<file path="src/rtl/ws_pkg.sv">
package ws_pkg;

    localparam int ADDR_W      = 16;
    localparam int DATA_W      = 16;
    localparam int REGION_BITS = 2;
    localparam int NUM_REGIONS = 1 << REGION_BITS;
    localparam int NUM_SPACES  = 3;
    localparam int SPACE_W     = 2;
    localparam int CODE_W      = 2;
    localparam int CNT_W       = 3;
    localparam int CFG_ADDR_W  = 2;

    localparam int LONG_BIT    = NUM_REGIONS * CODE_W;
    localparam int FLAT_STRIDE = 4;
    localparam int FLAT_EN_BIT = DATA_W - 1;
    localparam logic [CFG_ADDR_W-1:0] FLAT_REG_ADDR = CFG_ADDR_W'(NUM_SPACES);

    localparam logic [CNT_W-1:0] SHORT_TOP_WAITS = CNT_W'(3);
    localparam logic [CNT_W-1:0] LONG_TOP_WAITS  = CNT_W'(7);

    typedef enum logic [SPACE_W-1:0] {
        SPACE_PROG = 2'd0,
        SPACE_DATA = 2'd1,
        SPACE_IO   = 2'd2,
        SPACE_RSVD = 2'd3
    } space_e;

    typedef struct packed {
        logic                                long_top;
        logic [NUM_REGIONS-1:0][CODE_W-1:0] codes;
    } space_cfg_t;

    typedef struct packed {
        logic                               flat_en;
        logic [NUM_SPACES-1:0][CNT_W-1:0]   counts;
    } flat_cfg_t;

    typedef enum logic [1:0] {
        ST_IDLE    = 2'd0,
        ST_HOLD    = 2'd1,
        ST_RELEASE = 2'd2
    } ws_state_e;

    function automatic logic [CNT_W-1:0] code_to_waits(
        input logic [CODE_W-1:0] code,
        input logic              long_top
    );
        logic [CNT_W-1:0] w;
        unique case (code)
            2'd0:    w = CNT_W'(0);
            2'd1:    w = CNT_W'(1);
            2'd2:    w = CNT_W'(2);
            default: w = long_top ? LONG_TOP_WAITS : SHORT_TOP_WAITS;
        endcase
        return w;
    endfunction

endpackage

</file>
<file path="src/rtl/ws_cfg_regs.sv">
module ws_cfg_regs
    import ws_pkg::*;
(
    input  logic                              clk,
    input  logic                              rst,
    input  logic                              we,
    input  logic [CFG_ADDR_W-1:0]             addr,
    input  logic [DATA_W-1:0]                 wdata,
    output space_cfg_t [NUM_SPACES-1:0]       space_cfg_o,
    output flat_cfg_t                         flat_cfg_o
);

    space_cfg_t [NUM_SPACES-1:0] space_q;
    flat_cfg_t                   flat_q;

    for (genvar s = 0; s < NUM_SPACES; s++) begin : g_space_reg
        always_ff @(posedge clk) begin
            if (rst) begin
                space_q[s] <= '0;
            end else if (we && addr == CFG_ADDR_W'(s)) begin
                space_q[s].long_top <= wdata[LONG_BIT];
                for (int q = 0; q < NUM_REGIONS; q++) begin
                    space_q[s].codes[q] <= wdata[q*CODE_W +: CODE_W];
                end
            end
        end
    end

    always_ff @(posedge clk) begin
        if (rst) begin
            flat_q <= '0;
        end else if (we && addr == FLAT_REG_ADDR) begin
            flat_q.flat_en <= wdata[FLAT_EN_BIT];
            for (int s = 0; s < NUM_SPACES; s++) begin
                flat_q.counts[s] <= wdata[s*FLAT_STRIDE +: CNT_W];
            end
        end
    end

    assign space_cfg_o = space_q;
    assign flat_cfg_o  = flat_q;

endmodule

</file>
<file path="src/rtl/ws_count_sel.sv">
module ws_count_sel
    import ws_pkg::*;
(
    input  space_cfg_t [NUM_SPACES-1:0] space_cfg_i,
    input  flat_cfg_t                   flat_cfg_i,
    input  logic [SPACE_W-1:0]          space_i,
    input  logic [REGION_BITS-1:0]      region_i,
    output logic [CNT_W-1:0]            waits_o
);

    logic                   space_ok;
    space_cfg_t             sel_cfg;
    logic [CNT_W-1:0]       region_waits;
    logic [CNT_W-1:0]       flat_waits;

    assign space_ok = (int'(space_i) < NUM_SPACES);

    always_comb begin
        sel_cfg    = '0;
        flat_waits = '0;
        for (int s = 0; s < NUM_SPACES; s++) begin
            if (space_i == SPACE_W'(s)) begin
                sel_cfg    = space_cfg_i[s];
                flat_waits = flat_cfg_i.counts[s];
            end
        end
    end

    assign region_waits = code_to_waits(sel_cfg.codes[region_i], sel_cfg.long_top);

    always_comb begin
        if (!space_ok) begin
            waits_o = '0;
        end else if (flat_cfg_i.flat_en) begin
            waits_o = flat_waits;
        end else begin
            waits_o = region_waits;
        end
    end

endmodule

</file>
<file path="src/rtl/ws_ready_fsm.sv">
module ws_ready_fsm
    import ws_pkg::*;
(
    input  logic             clk,
    input  logic             rst,
    input  logic             strobe_i,
    input  logic [CNT_W-1:0] waits_i,
    output logic             rdy_o,
    output logic             busy_o
);

    ws_state_e        state_q, state_d;
    logic [CNT_W-1:0] cnt_q, cnt_d;

    always_comb begin
        state_d = state_q;
        cnt_d   = cnt_q;
        rdy_o   = 1'b1;
        unique case (state_q)
            ST_IDLE: begin
                if (strobe_i && waits_i != '0) begin
                    rdy_o   = 1'b0;
                    cnt_d   = waits_i - 1'b1;
                    state_d = (waits_i == CNT_W'(1)) ? ST_RELEASE : ST_HOLD;
                end
            end
            ST_HOLD: begin
                rdy_o = 1'b0;
                cnt_d = cnt_q - 1'b1;
                if (cnt_q == CNT_W'(1)) begin
                    state_d = ST_RELEASE;
                end
            end
            ST_RELEASE: begin
                rdy_o   = 1'b1;
                state_d = ST_IDLE;
            end
            default: begin
                state_d = ST_IDLE;
            end
        endcase
    end

    always_ff @(posedge clk) begin
        if (rst) begin
            state_q <= ST_IDLE;
            cnt_q   <= '0;
        end else begin
            state_q <= state_d;
            cnt_q   <= cnt_d;
        end
    end

    assign busy_o = (state_q != ST_IDLE);

    assert_hold_steps_R5: assert property (@(posedge clk) disable iff (rst)
        (state_q == ST_HOLD && cnt_q > CNT_W'(1)) |=>
            (state_q == ST_HOLD && cnt_q == $past(cnt_q) - 1'b1));

    assert_hold_ends_R5: assert property (@(posedge clk) disable iff (rst)
        (state_q == ST_HOLD && cnt_q == CNT_W'(1)) |=> (state_q == ST_RELEASE));

    assert_release_single_R7: assert property (@(posedge clk) disable iff (rst)
        (state_q == ST_RELEASE) |=> (state_q == ST_IDLE));

endmodule

</file>
<file path="src/rtl/ws_gen.sv">
module ws_gen
    import ws_pkg::*;
(
    input  logic                   clk,
    input  logic                   rst,
    input  logic                   cfg_we,
    input  logic [CFG_ADDR_W-1:0]  cfg_addr,
    input  logic [DATA_W-1:0]      cfg_wdata,
    input  logic                   acc_strobe,
    input  logic [SPACE_W-1:0]     acc_space,
    input  logic [ADDR_W-1:0]      acc_addr,
    output logic                   rdy
);

    space_cfg_t [NUM_SPACES-1:0] space_cfg;
    flat_cfg_t                   flat_cfg;
    logic [CNT_W-1:0]            waits;
    logic                        busy;
    logic [REGION_BITS-1:0]      region;

    assign region = acc_addr[ADDR_W-1 -: REGION_BITS];

    ws_cfg_regs u_regs (
        .clk         (clk),
        .rst         (rst),
        .we          (cfg_we),
        .addr        (cfg_addr),
        .wdata       (cfg_wdata),
        .space_cfg_o (space_cfg),
        .flat_cfg_o  (flat_cfg)
    );

    ws_count_sel u_sel (
        .space_cfg_i (space_cfg),
        .flat_cfg_i  (flat_cfg),
        .space_i     (acc_space),
        .region_i    (region),
        .waits_o     (waits)
    );

    ws_ready_fsm u_fsm (
        .clk      (clk),
        .rst      (rst),
        .strobe_i (acc_strobe),
        .waits_i  (waits),
        .rdy_o    (rdy),
        .busy_o   (busy)
    );

    assert_zero_wait_ready_R6: assert property (@(posedge clk) disable iff (rst)
        (!busy && acc_strobe && waits == '0) |-> rdy);

    assert_region_set_R3: assert property (@(posedge clk) disable iff (rst)
        (!flat_cfg.flat_en) |->
            (waits <= SHORT_TOP_WAITS || waits == LONG_TOP_WAITS));

    assert_reserved_space_R9: assert property (@(posedge clk) disable iff (rst)
        (acc_space == SPACE_RSVD) |-> (waits == '0));

    assert_flat_load_R8: assert property (@(posedge clk) disable iff (rst)
        (cfg_we && cfg_addr == FLAT_REG_ADDR) |=>
            (flat_cfg.flat_en == $past(cfg_wdata[FLAT_EN_BIT])));

    assert_strobe_in_wait_R7: assert property (@(posedge clk) disable iff (rst)
        (busy && acc_strobe) |=> (busy == ($past(rdy) == 1'b0)));

endmodule

</file>
<file path="config.mk">
export PLATFORM = sky130hd
export DESIGN_NAME = ws_gen
export DESIGN_NICKNAME = d
export VERILOG_FILES = /design/src/rtl/ws_pkg.sv /design/src/rtl/ws_cfg_regs.sv /design/src/rtl/ws_count_sel.sv /design/src/rtl/ws_ready_fsm.sv /design/src/rtl/ws_gen.sv
export SDC_FILE = /design/constraint.sdc
export NUM_CORES = 1
export LEC_CHECK = 0
export ABC_AREA = 1
export BUFFER_PORTS_ARGS = -buffer_cell sky130_fd_sc_hd__buf_2
export CAP_MARGIN = 20
export CORE_ASPECT_RATIO = 0.5
export CORE_MARGIN = 2
export CORE_UTILIZATION = 46
export CTS_BUF_LIST = sky130_fd_sc_hd__clkbuf_2
export CTS_CLUSTER_SIZE = 25
export DETAILED_ROUTE_END_ITERATION = 12
export HOLD_SLACK_MARGIN = 0.08
export PLACE_DENSITY_LB_ADDON = 0.08
export SLEW_MARGIN = 20
export SYNTH_ARGS = -nofsm -noshare
export SYNTH_HDL_FRONTEND = slang
export SYNTH_SLANG_ARGS = --single-unit
</file>
<file path="constraint.sdc">
create_clock -name clk -period 4.2 [get_ports clk]
set_clock_uncertainty 0.2 [all_clocks]
set_input_delay 1.05 -clock clk [delete_from_list [all_inputs] [get_ports clk]]
set_output_delay 1.05 -clock clk [all_outputs]
set_load 0.05 [all_outputs]
</file>
# Word level (Yosys, flattened, before mapping)
# Index checks and enable logic that the tools add are counted.
# W data, S select, Z words.
[classes]
addsub = 2
n_lt_le_gt_ge = 2
eq_ne = 12
muxes = 20
reduce_logical = 13
[op_table]
columns = ["cell", "count"]
rows = [
  ["$mux W9", 3],
  ["$mux W3", 7],
  ["$pmux W3 S3", 1],
  ["$eq A2 B1 Y1 const B", 4],
  ["$eq A2 B2 Y1 const B", 4],
  ["$logic_not A2 Y1", 4],
  ["$mux W2", 4],
  ["$eq A3 B1 Y1 const B", 2],
  ["$pmux W3 S2", 1],
  ["$sub A3 B1 Y3 const B", 2],
  ["$logic_and A1 B1 Y1", 5],
  ["$bmux W2 S2", 1],
  ["$ne A2 B1 Y1 const B", 2],
  ["$pmux W2 S2", 1],
  ["$reduce_and A2 Y1", 2],
  ["$lt A2 B3 Y1 const B", 1],
  ["$reduce_bool A3 Y1", 1],
  ["$lt A2 B2 Y1 const B", 1],
  ["$pmux W1 S2", 1],
  ["$reduce_bool A2 Y1", 1],
  ["$mux W1", 1],
]
[totals]
ff_bits = 42
inputBits = 40
output_inout_bits = 1
word_cells = 70

# Longest topological paths before layout
# Gate-level depths: netlist of the first run.
[logic_depth]
ltp_word = 14
depth_mapped = 20
ltp_nobuf = 20

# Modules after synthesis
# From an unflattened synthesis of the first run, not the netlist that was laid out.
[unflattened]
hier_cells = 396
hier_area_um2 = 2406.1
[by_module_without_submodules]
columns = ["module", "instances", "cells_each", "area_each_um2", "seq_area_each_um2"]
rows = [
  ["ws_cfg_regs", 1, 239, 1571.5, 740.7],
  ["ws_count_sel", 1, 94, 425.4, 0.0],
  ["ws_ready_fsm", 1, 63, 409.1, 100.1],
]

# Least setup slack after synthesis of the first run
# No wires, ideal clock.
[synth_path]
path_type = "input to output"
startpoint = "input acc_space[0]"
endpoint = "output rdy"
arrival_ns = 2.678
t_required_ns = 2.950
path_slack_ns = 0.272
stages = 15
path_buffers = 1
path_cell_list = "inv_2 -> buf_6 -> nor2_1 -> nor2_1 -> nand3_1 -> nand3_1 -> nand2_1 -> nand2_1 -> o21ai_0 -> ha_1 -> ha_1 -> nor2_1 -> nand2_1 -> nand2_1 -> inv_1"
[synth_via]
elab_chain_cells = 14
word_cells_on_any_way = 23
classes_between = "order compare: 1; eq/ne: 4; mux: 14; reduce/logical: 4"
[synth_rtl]
columns = ["element", "line_no", "source"]
rows = [
  ["start: declaration", "ws_gen.sv:10", "input logic [SPACE_W-1:0] acc_space,"],
  ["$logic_not A2 Y1", "ws_count_sel.sv:22", "if (space_i == SPACE_W'(s)) begin"],
  ["$mux W9 (3 in a row)", "ws_count_sel.sv:22", ""],
  ["$bmux W2 S2", "ws_count_sel.sv:29", "assign region_waits = code_to_waits(sel_cfg.codes[region_i], sel_cfg.long_top);"],
  ["$mux W2 (implied by the code)", "ws_count_sel.sv:29", ""],
  ["$eq A2 B2 Y1, or another cell as far along", "ws_pkg.sv:49", "unique case (code)"],
  ["$pmux W3 S3", "ws_pkg.sv:49", ""],
  ["$mux W3", "ws_count_sel.sv:34", "end else if (flat_cfg_i.flat_en) begin"],
  ["$mux W3 *", "ws_count_sel.sv:32", "if (!space_ok) begin"],
  ["$reduce_bool A3 Y1 *", "ws_ready_fsm.sv:21", "if (strobe_i && waits_i != '0) begin"],
  ["$logic_and A1 B1 Y1 *", "ws_ready_fsm.sv:21", ""],
  ["$mux W1 *", "ws_ready_fsm.sv:21", ""],
  ["$pmux W1 S2 *", "ws_ready_fsm.sv:19", "unique case (state_q)"],
  ["end: declaration", "ws_gen.sv:12", "output logic rdy"],
]
# Every way passes the cells marked *; elsewhere a longest branch is shown, timed or not. The select of a mux whose other input is x is not followed.

# Final worst setup path of the first run
[layout_path]
startpoint = "input acc_space[1]"
endpoint = "output rdy"
# The elaborated chain is that of the path after synthesis.

==> results of run 1 <==
layout make-up:
class	instances	area share [%]
multi-input cells	206	41.9
flip-flops and latches	42	34.7
repair buffers	42	11.9
inverters	43	6.97
well taps	57	2.94
clock buffers	6	1.24
clock inverters	2	0.361
metal layers:
metal	part of all wire (%)	routed length, µm	vias to the layer above	track usage, %
met2	44	2310	22	37.4
met4	1.5	80	0	7.31
met1	52	2720	913	29.6
met3	2.9	150	9	4.92
met5	0	0	-	0
li1	-	-	1038	-
cells in the mapped netlist (all sizes together):
cell type	instances
nand2	54
dfxtp	42
o22ai	1
xnor2	1
buf	3
o21ai	42
nor3	3
nand3	15
nand3b	1
clkbuf	6
a21oi	26
o211ai	1
o221ai	2
clkinv	2
a211oi	1
nand4	1
ha	5
inv	41
nor2	52
o2111ai	1
tightest hold or removal path, delay by kind of cell (launching register included):
family / cells / cell delay [ns]
compound gates: 1 / 0.06
buf+inv: 1 / 0.06
flops: 1 / 0.33
timing repair:
action                                  in CTS  in global routing
pin swaps                                    0                  3
cloned                                       0                  0
setup buffers                                0                  2
hold buffers                                 0                  0
endpoints found under the setup margin       1                  1
gates resized for setup                      1                 24
worst min-delay path by stage:
| stage | startpoint | to | slack (ns) | cells after the start |
|---|---|---|---|---|
| 4_1_cts | u_regs.space_cfg_o[3]$_SDFFE_PP0P_ | u_regs.space_cfg_o[3]$_SDFFE_PP0P_ | 0.28 | 2 |
| 3_3_place_gp | u_regs.space_cfg_o[14]$_SDFFE_PP0P_ | u_regs.space_cfg_o[14]$_SDFFE_PP0P_ | 0.24 | 2 |
| 3_5_place_dp | u_regs.space_cfg_o[3]$_SDFFE_PP0P_ | u_regs.space_cfg_o[3]$_SDFFE_PP0P_ | 0.25 | 2 |
| 5_1_grt | u_regs.space_cfg_o[7]$_SDFFE_PP0P_ | u_regs.space_cfg_o[7]$_SDFFE_PP0P_ | 0.29 | 2 |
| 2_1_floorplan | u_regs.flat_cfg_o[8]$_SDFFE_PP0P_ | u_regs.flat_cfg_o[8]$_SDFFE_PP0P_ | 0.22 | 2 |
| 6_report | u_regs.space_cfg_o[3]$_SDFFE_PP0P_ | u_regs.space_cfg_o[3]$_SDFFE_PP0P_ | 0.27 | 2 |
through the flow:
stage	power [µW]	TNS (ns)	utilization, %
finish	813	0	55.9
global route	863	0	55.9
CTS	807	0	54.5
detailed placement	639	-0.0216	53.5
global placement	633	-0.00734	53.5
floorplan	565	0	-
sequential cells by signal, indices dropped and copies added (netlist names):
signal / cells
u_fsm.cnt_q: 3
u_fsm.state_q: 2
u_regs.flat_cfg_o: 10
u_regs.space_cfg_o: 27
report_power, final:
| part | internal [µW] | leakage, µW | switching, µW |
|---|---|---|---|
| sequential | 426 | 0.000344 | 11.2 |
| clock | 40.9 | 0.0000304 | 128 |
| combinational | 86.4 | 0.000753 | 121 |
| total | 553 | 0.00113 | 260 |
cell usage in the layout, fill, tap and decap left out, types with 2 or more instances in the layout:
cell,netlist,layout
nand2_2,3,8
clkinv_1,2,3
nor2_4,1,2
dfxtp_1,42,42
buf_2,1,19
nor3_1,3,3
o221ai_1,2,2
ha_1,5,4
buf_4,0,20
nor2_2,1,2
o21ai_0,42,41
nand3_1,14,14
buf_6,2,2
nor2_1,50,48
inv_1,40,39
a21oi_2,2,2
a21oi_1,24,24
nand2_1,51,46
clkbuf_2,0,6
cell families (layout without fill, tap and decap cells):
| kind of cell | count (synthesis) | count (layout) |
|---|---|---|
| and+or+nand+nor | 126 | 126 |
| AOI/OAI and AO/OA | 74 | 74 |
| buffers and inverters | 52 | 93 |
| DFF | 42 | 42 |
| adders and majority gates | 5 | 5 |
| xor gates and xnor gates | 1 | 1 |
==> impl_metrics.ini, run 1 <==
[timing]
final-setup-viol-count = 0
finalHoldViolCount = 0
hold_ws_ns = 0.273
relSlewSlack_pct = 39.2
maxSlewViolCount = 0
worst_pin_slew_ns = 0.912
fin_crit_sh_pct = 96.5
rsz0062_at_grt = no
fmax_ghz = 0.247
period_needed_ns = 4.05
postLayoutSetupSlackWorst_ns = 0.148

[worst_setup_path]
cp-end-kind = primary output
cp.arrival_ns = 2.80
rrSetupSlack_ns = 1.91
cp_slowest_cell = ha_1
path_buf_inv = 4
reg2reg_to = u_fsm.cnt_q[2]$_SDFFE_PP0P_
crit_type = in -> out
r2r_cells = 20
cp.depth = 17
cp_cell_sequence = buf_4, buf_12, nor2_4, nand2_1, nand2_1, nand2_1, nand3_1, nand2_2, nand2_1, nand2_1, ha_2, ha_1, nor2_2, nand2_2, nand2_2, inv_1, buf_6
critical_path_required_ns = 2.95
crit_start = acc_space[1]
crit_end = rdy
cpLargestDelayFamily = simple AND/OR/NAND/NOR gates
r2r-start = u_regs.space_cfg_o[18]$_SDFFE_PP0P_
crit_fanout = 8
start_kind = primary input
slowest_delay_ns = 0.19
worst_path_most_repeated_cell = nand2_1

[layout]
drive_gt1_share_pct = 19.6
antenna_cells = 0
syn2layout_area_growth_pct = 18.6
num-nets-final = 385
fill_cells = 437
stdcell_count = 398
fin_area_mm2 = 0.00242
regArea_um2 = 841
multi_input_area_mm2 = 0.00102

[detailed_routing]
drt-initial-drc-count = 121
drcViolationCount = 0
first_pass_iters = 4
ant_nets = 0
wirelength_um = 5260
via_per_inst = 4.98
vias = 1982
avgRoutedWirePerCell_um = 13.2

[synth]
synth_area_leaders = dfxtp_1 41%, o21ai_0 10%, nand2_1 9.4%
ys_ff_latch = 42
synth_nets = 345
ys.warnings.count = 0
synth_area_per_cell_um2 = 6.81
synthesis.area_mm2 = 0.00204
synth_xor_area_share_pct = 0.429
synth_cell_types = 27
synth_compound_area_share_pct = 19.4
syn_inst = 300
synth_top_area_cell = dfxtp_1
yosys.area_share.simple_pct = 25.7
synth-seq-area-share_pct = 41.2
synth_top_family_by_area = simple AND/OR/NAND/NOR gates
yosysTopAreaCellShare_pct = 41.2
synthMuxAreaShare_pct = 0
synth_fa_ha_area_share_pct = 3.06

[outcome]
status = finished clean

[place]
place_area_mm2 = 0.00232
place_hpwl_um = 3810
place_ws_ns = -0.0216
place.gp.congestion = 0.894
dp_cells = 388
port-buffer-count = 22

[clock_tree]
cts_tree = yes
clockBufferDepth = 2
clkSlewWorstSetupHoldPaths_ns = 0.18
cts_sinks = 42
root_buffer = clkbuf_2
cts_buffers = 5
clock_latency_ns = 0.41
htreeDepth = 2

[power_and_ir_drop]
powerDensity_mw_per_mm2 = 335
ir_drop_mv = 0.133
p_leak_uw = 0.00113

[global_routing]
grt_max_degree = 37
track_usage_pct = 22.5
grt_pass1_wl_um = 8670
overflow = 0
grt_pass1_vias = 1835
antenna_found_initial = 0

[worst_hold_path]
hp-class = reg -> reg

[floorplan]
die-area_mm2 = 0.00502
initial_utilization_pct = 47.1
core.rowCount = 17
pin_count = 41
core_area_mm2 = 0.00434
die_x_um = 98.3
fp.dieH_um = 51.1

[flow_run]
max_cap_viol_count = 0
(Power assumes the default switching activity.)
==> run 2: changes to the inputs <==
--- a/config.mk
+++ b/config.mk
@@ -11,7 +11,7 @@
 export CORE_ASPECT_RATIO = 0.5
 export CORE_MARGIN = 2
 export CORE_UTILIZATION = 46
-export CTS_BUF_LIST = sky130_fd_sc_hd__clkbuf_2
+export CTS_BUF_LIST = sky130_fd_sc_hd__clkbuf_2 sky130_fd_sc_hd__clkbuf_4 sky130_fd_sc_hd__clkbuf_8
 export CTS_CLUSTER_SIZE = 25
 export DETAILED_ROUTE_END_ITERATION = 12
 export HOLD_SLACK_MARGIN = 0.08
==> run 2 against run 1 <==
Global-route usage decreased by 0.21 points; power increased by 13%; cell count increased by 0.25%; highest routed layer unchanged; first-iteration DRC count increased by 0.83%; sequential share of layout area decreased by 0.89 points; design area increased by 2.6%; non-clock buffer count increased by 1; routed wire length about the same; via count increased by 1.4%; clock power increased by 62%; flip-flop and latch count unchanged.
==> impl_metrics.ini, run 2 (synthesis gave the netlist of run 1 again) <==
[detailed_routing]
via_per_inst = 5.04
vias = 2010
ant_nets = 0
wirelength_um = 5250
avgRoutedWirePerCell_um = 13.2
first_pass_iters = 5
drcViolationCount = 0
drt-initial-drc-count = 122

[worst_setup_path]
r2r-start = u_regs.space_cfg_o[16]$_SDFFE_PP0P_
critical_path_required_ns = 2.95
crit_fanout = 5
start_kind = primary input
rrSetupSlack_ns = 1.92
r2r_cells = 18
reg2reg_to = u_fsm.cnt_q[2]$_SDFFE_PP0P_
crit_type = in -> out
cp.arrival_ns = 2.79
cp-end-kind = primary output

[clock_tree]
htreeDepth = 2
cts_sinks = 42
clockBufferDepth = 2
clock_latency_ns = 0.29
cts_tree = yes
cts_buffers = 5
clkSlewWorstSetupHoldPaths_ns = 0.07
root_buffer = clkbuf_8
hold_buffers = 0

[place]
place.gp.congestion = 0.894
place_hpwl_um = 3810
port-buffer-count = 22

[layout]
fin_util_pct = 57.3
syn2layout_area_growth_pct = 21.7
drive_gt1_share_pct = 20.2
multi_input_area_mm2 = 0.00102
final_common_cell = nor2_1
regArea_um2 = 841
fill_cells = 436
num-nets-final = 386
mostFrequentLayoutCells = 48 x nor2_1, 46 x nand2_1, 42 x dfxtp_1
largest_reg_flops = 27
antenna_cells = 0

[power_and_ir_drop]
fin_total_pwr_uw = 918
p_leak_uw = 0.00115
ir_drop_mv = 0.212
powerDensity_mw_per_mm2 = 369

[flow_run]
max_cap_viol_count = 0

[global_routing]
grt_pass1_wl_um = 8670
grt_pass1_vias = 1821
grt_max_degree = 37
track_usage_pct = 22.3
overflow = 0
antenna_found_initial = 0

[worst_hold_path]
worstHoldPathCells = 2
hp-class = reg -> reg
hp-start = u_regs.space_cfg_o[3]$_SDFFE_PP0P_
hold_path_end = u_regs.space_cfg_o[3]$_SDFFE_PP0P_

[timing]
final-setup-viol-count = 0
period_needed_ns = 4.04
hold_ws_ns = 0.262
worst_pin_slew_ns = 0.910
fin_setup_tns_ns = 0
finalHoldViolCount = 0
maxSlewViolCount = 0
fmax_ghz = 0.248
relSlewSlack_pct = 39.3
rsz0062_at_grt = no
fin_crit_sh_pct = 96.1

[floorplan]
fp.dieH_um = 51.1
die_x_um = 98.3
initial_utilization_pct = 47.1
pin_count = 41
die-area_mm2 = 0.00502
core.rowCount = 17
core_area_mm2 = 0.00434

[outcome]
status = finished clean
==> run 2: worst max path at each step <==
stage               slack (ns)  endpoint  depth (start not counted)         start
floorplan                 0.27       rdy                         15  acc_space[0]
global placement        -0.007       rdy                         16  acc_space[0]
detailed placement       -0.02       rdy                         16  acc_space[0]
CTS                      0.009       rdy                         16  acc_space[0]
global route             0.002       rdy                         17  acc_space[0]
finish                    0.16       rdy                         15  acc_space[0]
==> run 2: where the power goes <==
group / internal, µW / leakage (µW) / switching, µW / total [µW]
clock: 139 / 0.0000517 / 135 / 274
sequential: 425 / 0.000344 / 11.3 / 436
combinational: 87.0 / 0.000758 / 120 / 207
==> run 2: repair_timing <==
item / CTS / global route
buffers inserted: 0 / 3
pin swaps: 0 / 3
endpoints found under the setup margin: 1 / 1
resized for setup: 1 / 24
endpoints found under the hold margin: 0 / 0
==> run 2: worst max-delay path, stage by stage <==
cell,delay (ns)
buf_4,0.15
buf_4,0.15
nor2_4,0.14
buf_4,0.14
nand2_1,0.05
nand4_1,0.09
o21ai_0,0.09
a21oi_1,0.16
nand2_2,0.10
ha_1,0.21
nor2_2,0.11
nand2_2,0.07
nand2_2,0.06
inv_1,0.06
buf_6,0.15
==> run 2: cell type report <==
cell class	instances	share of cell area (%)
repair buffers	43	11.9
clock buffers	7	3.62
flip-flops and latches	42	33.8
multi-input cells	206	40.8
well taps	57	2.87
inverters	43	6.79
clock inverters	1	0.201
==> run 2: stage by stage <==
| stage | instances | area [µm²] | worst slack, ns |
|---|---|---|---|
| after detailed placement | 388 | 2320 | -0.0216 |
| after floorplan | 300 | 2040 | 0.272 |
| final | 399 | 2490 | 0.163 |
| after global routing | 399 | 2490 | 0.00220 |
| after CTS | 396 | 2420 | 0.00931 |
| after global placement | 388 | 2320 | -0.00734 |
==> run 2: metal layers <==
metal	up-vias	global-route usage [%]	part of all wire, %
met1	921	30.0	49
met2	43	36.8	44
met4	0	5.94	0.69
met5	-	0	0
met3	6	4.92	6.6
li1	1040	-	-
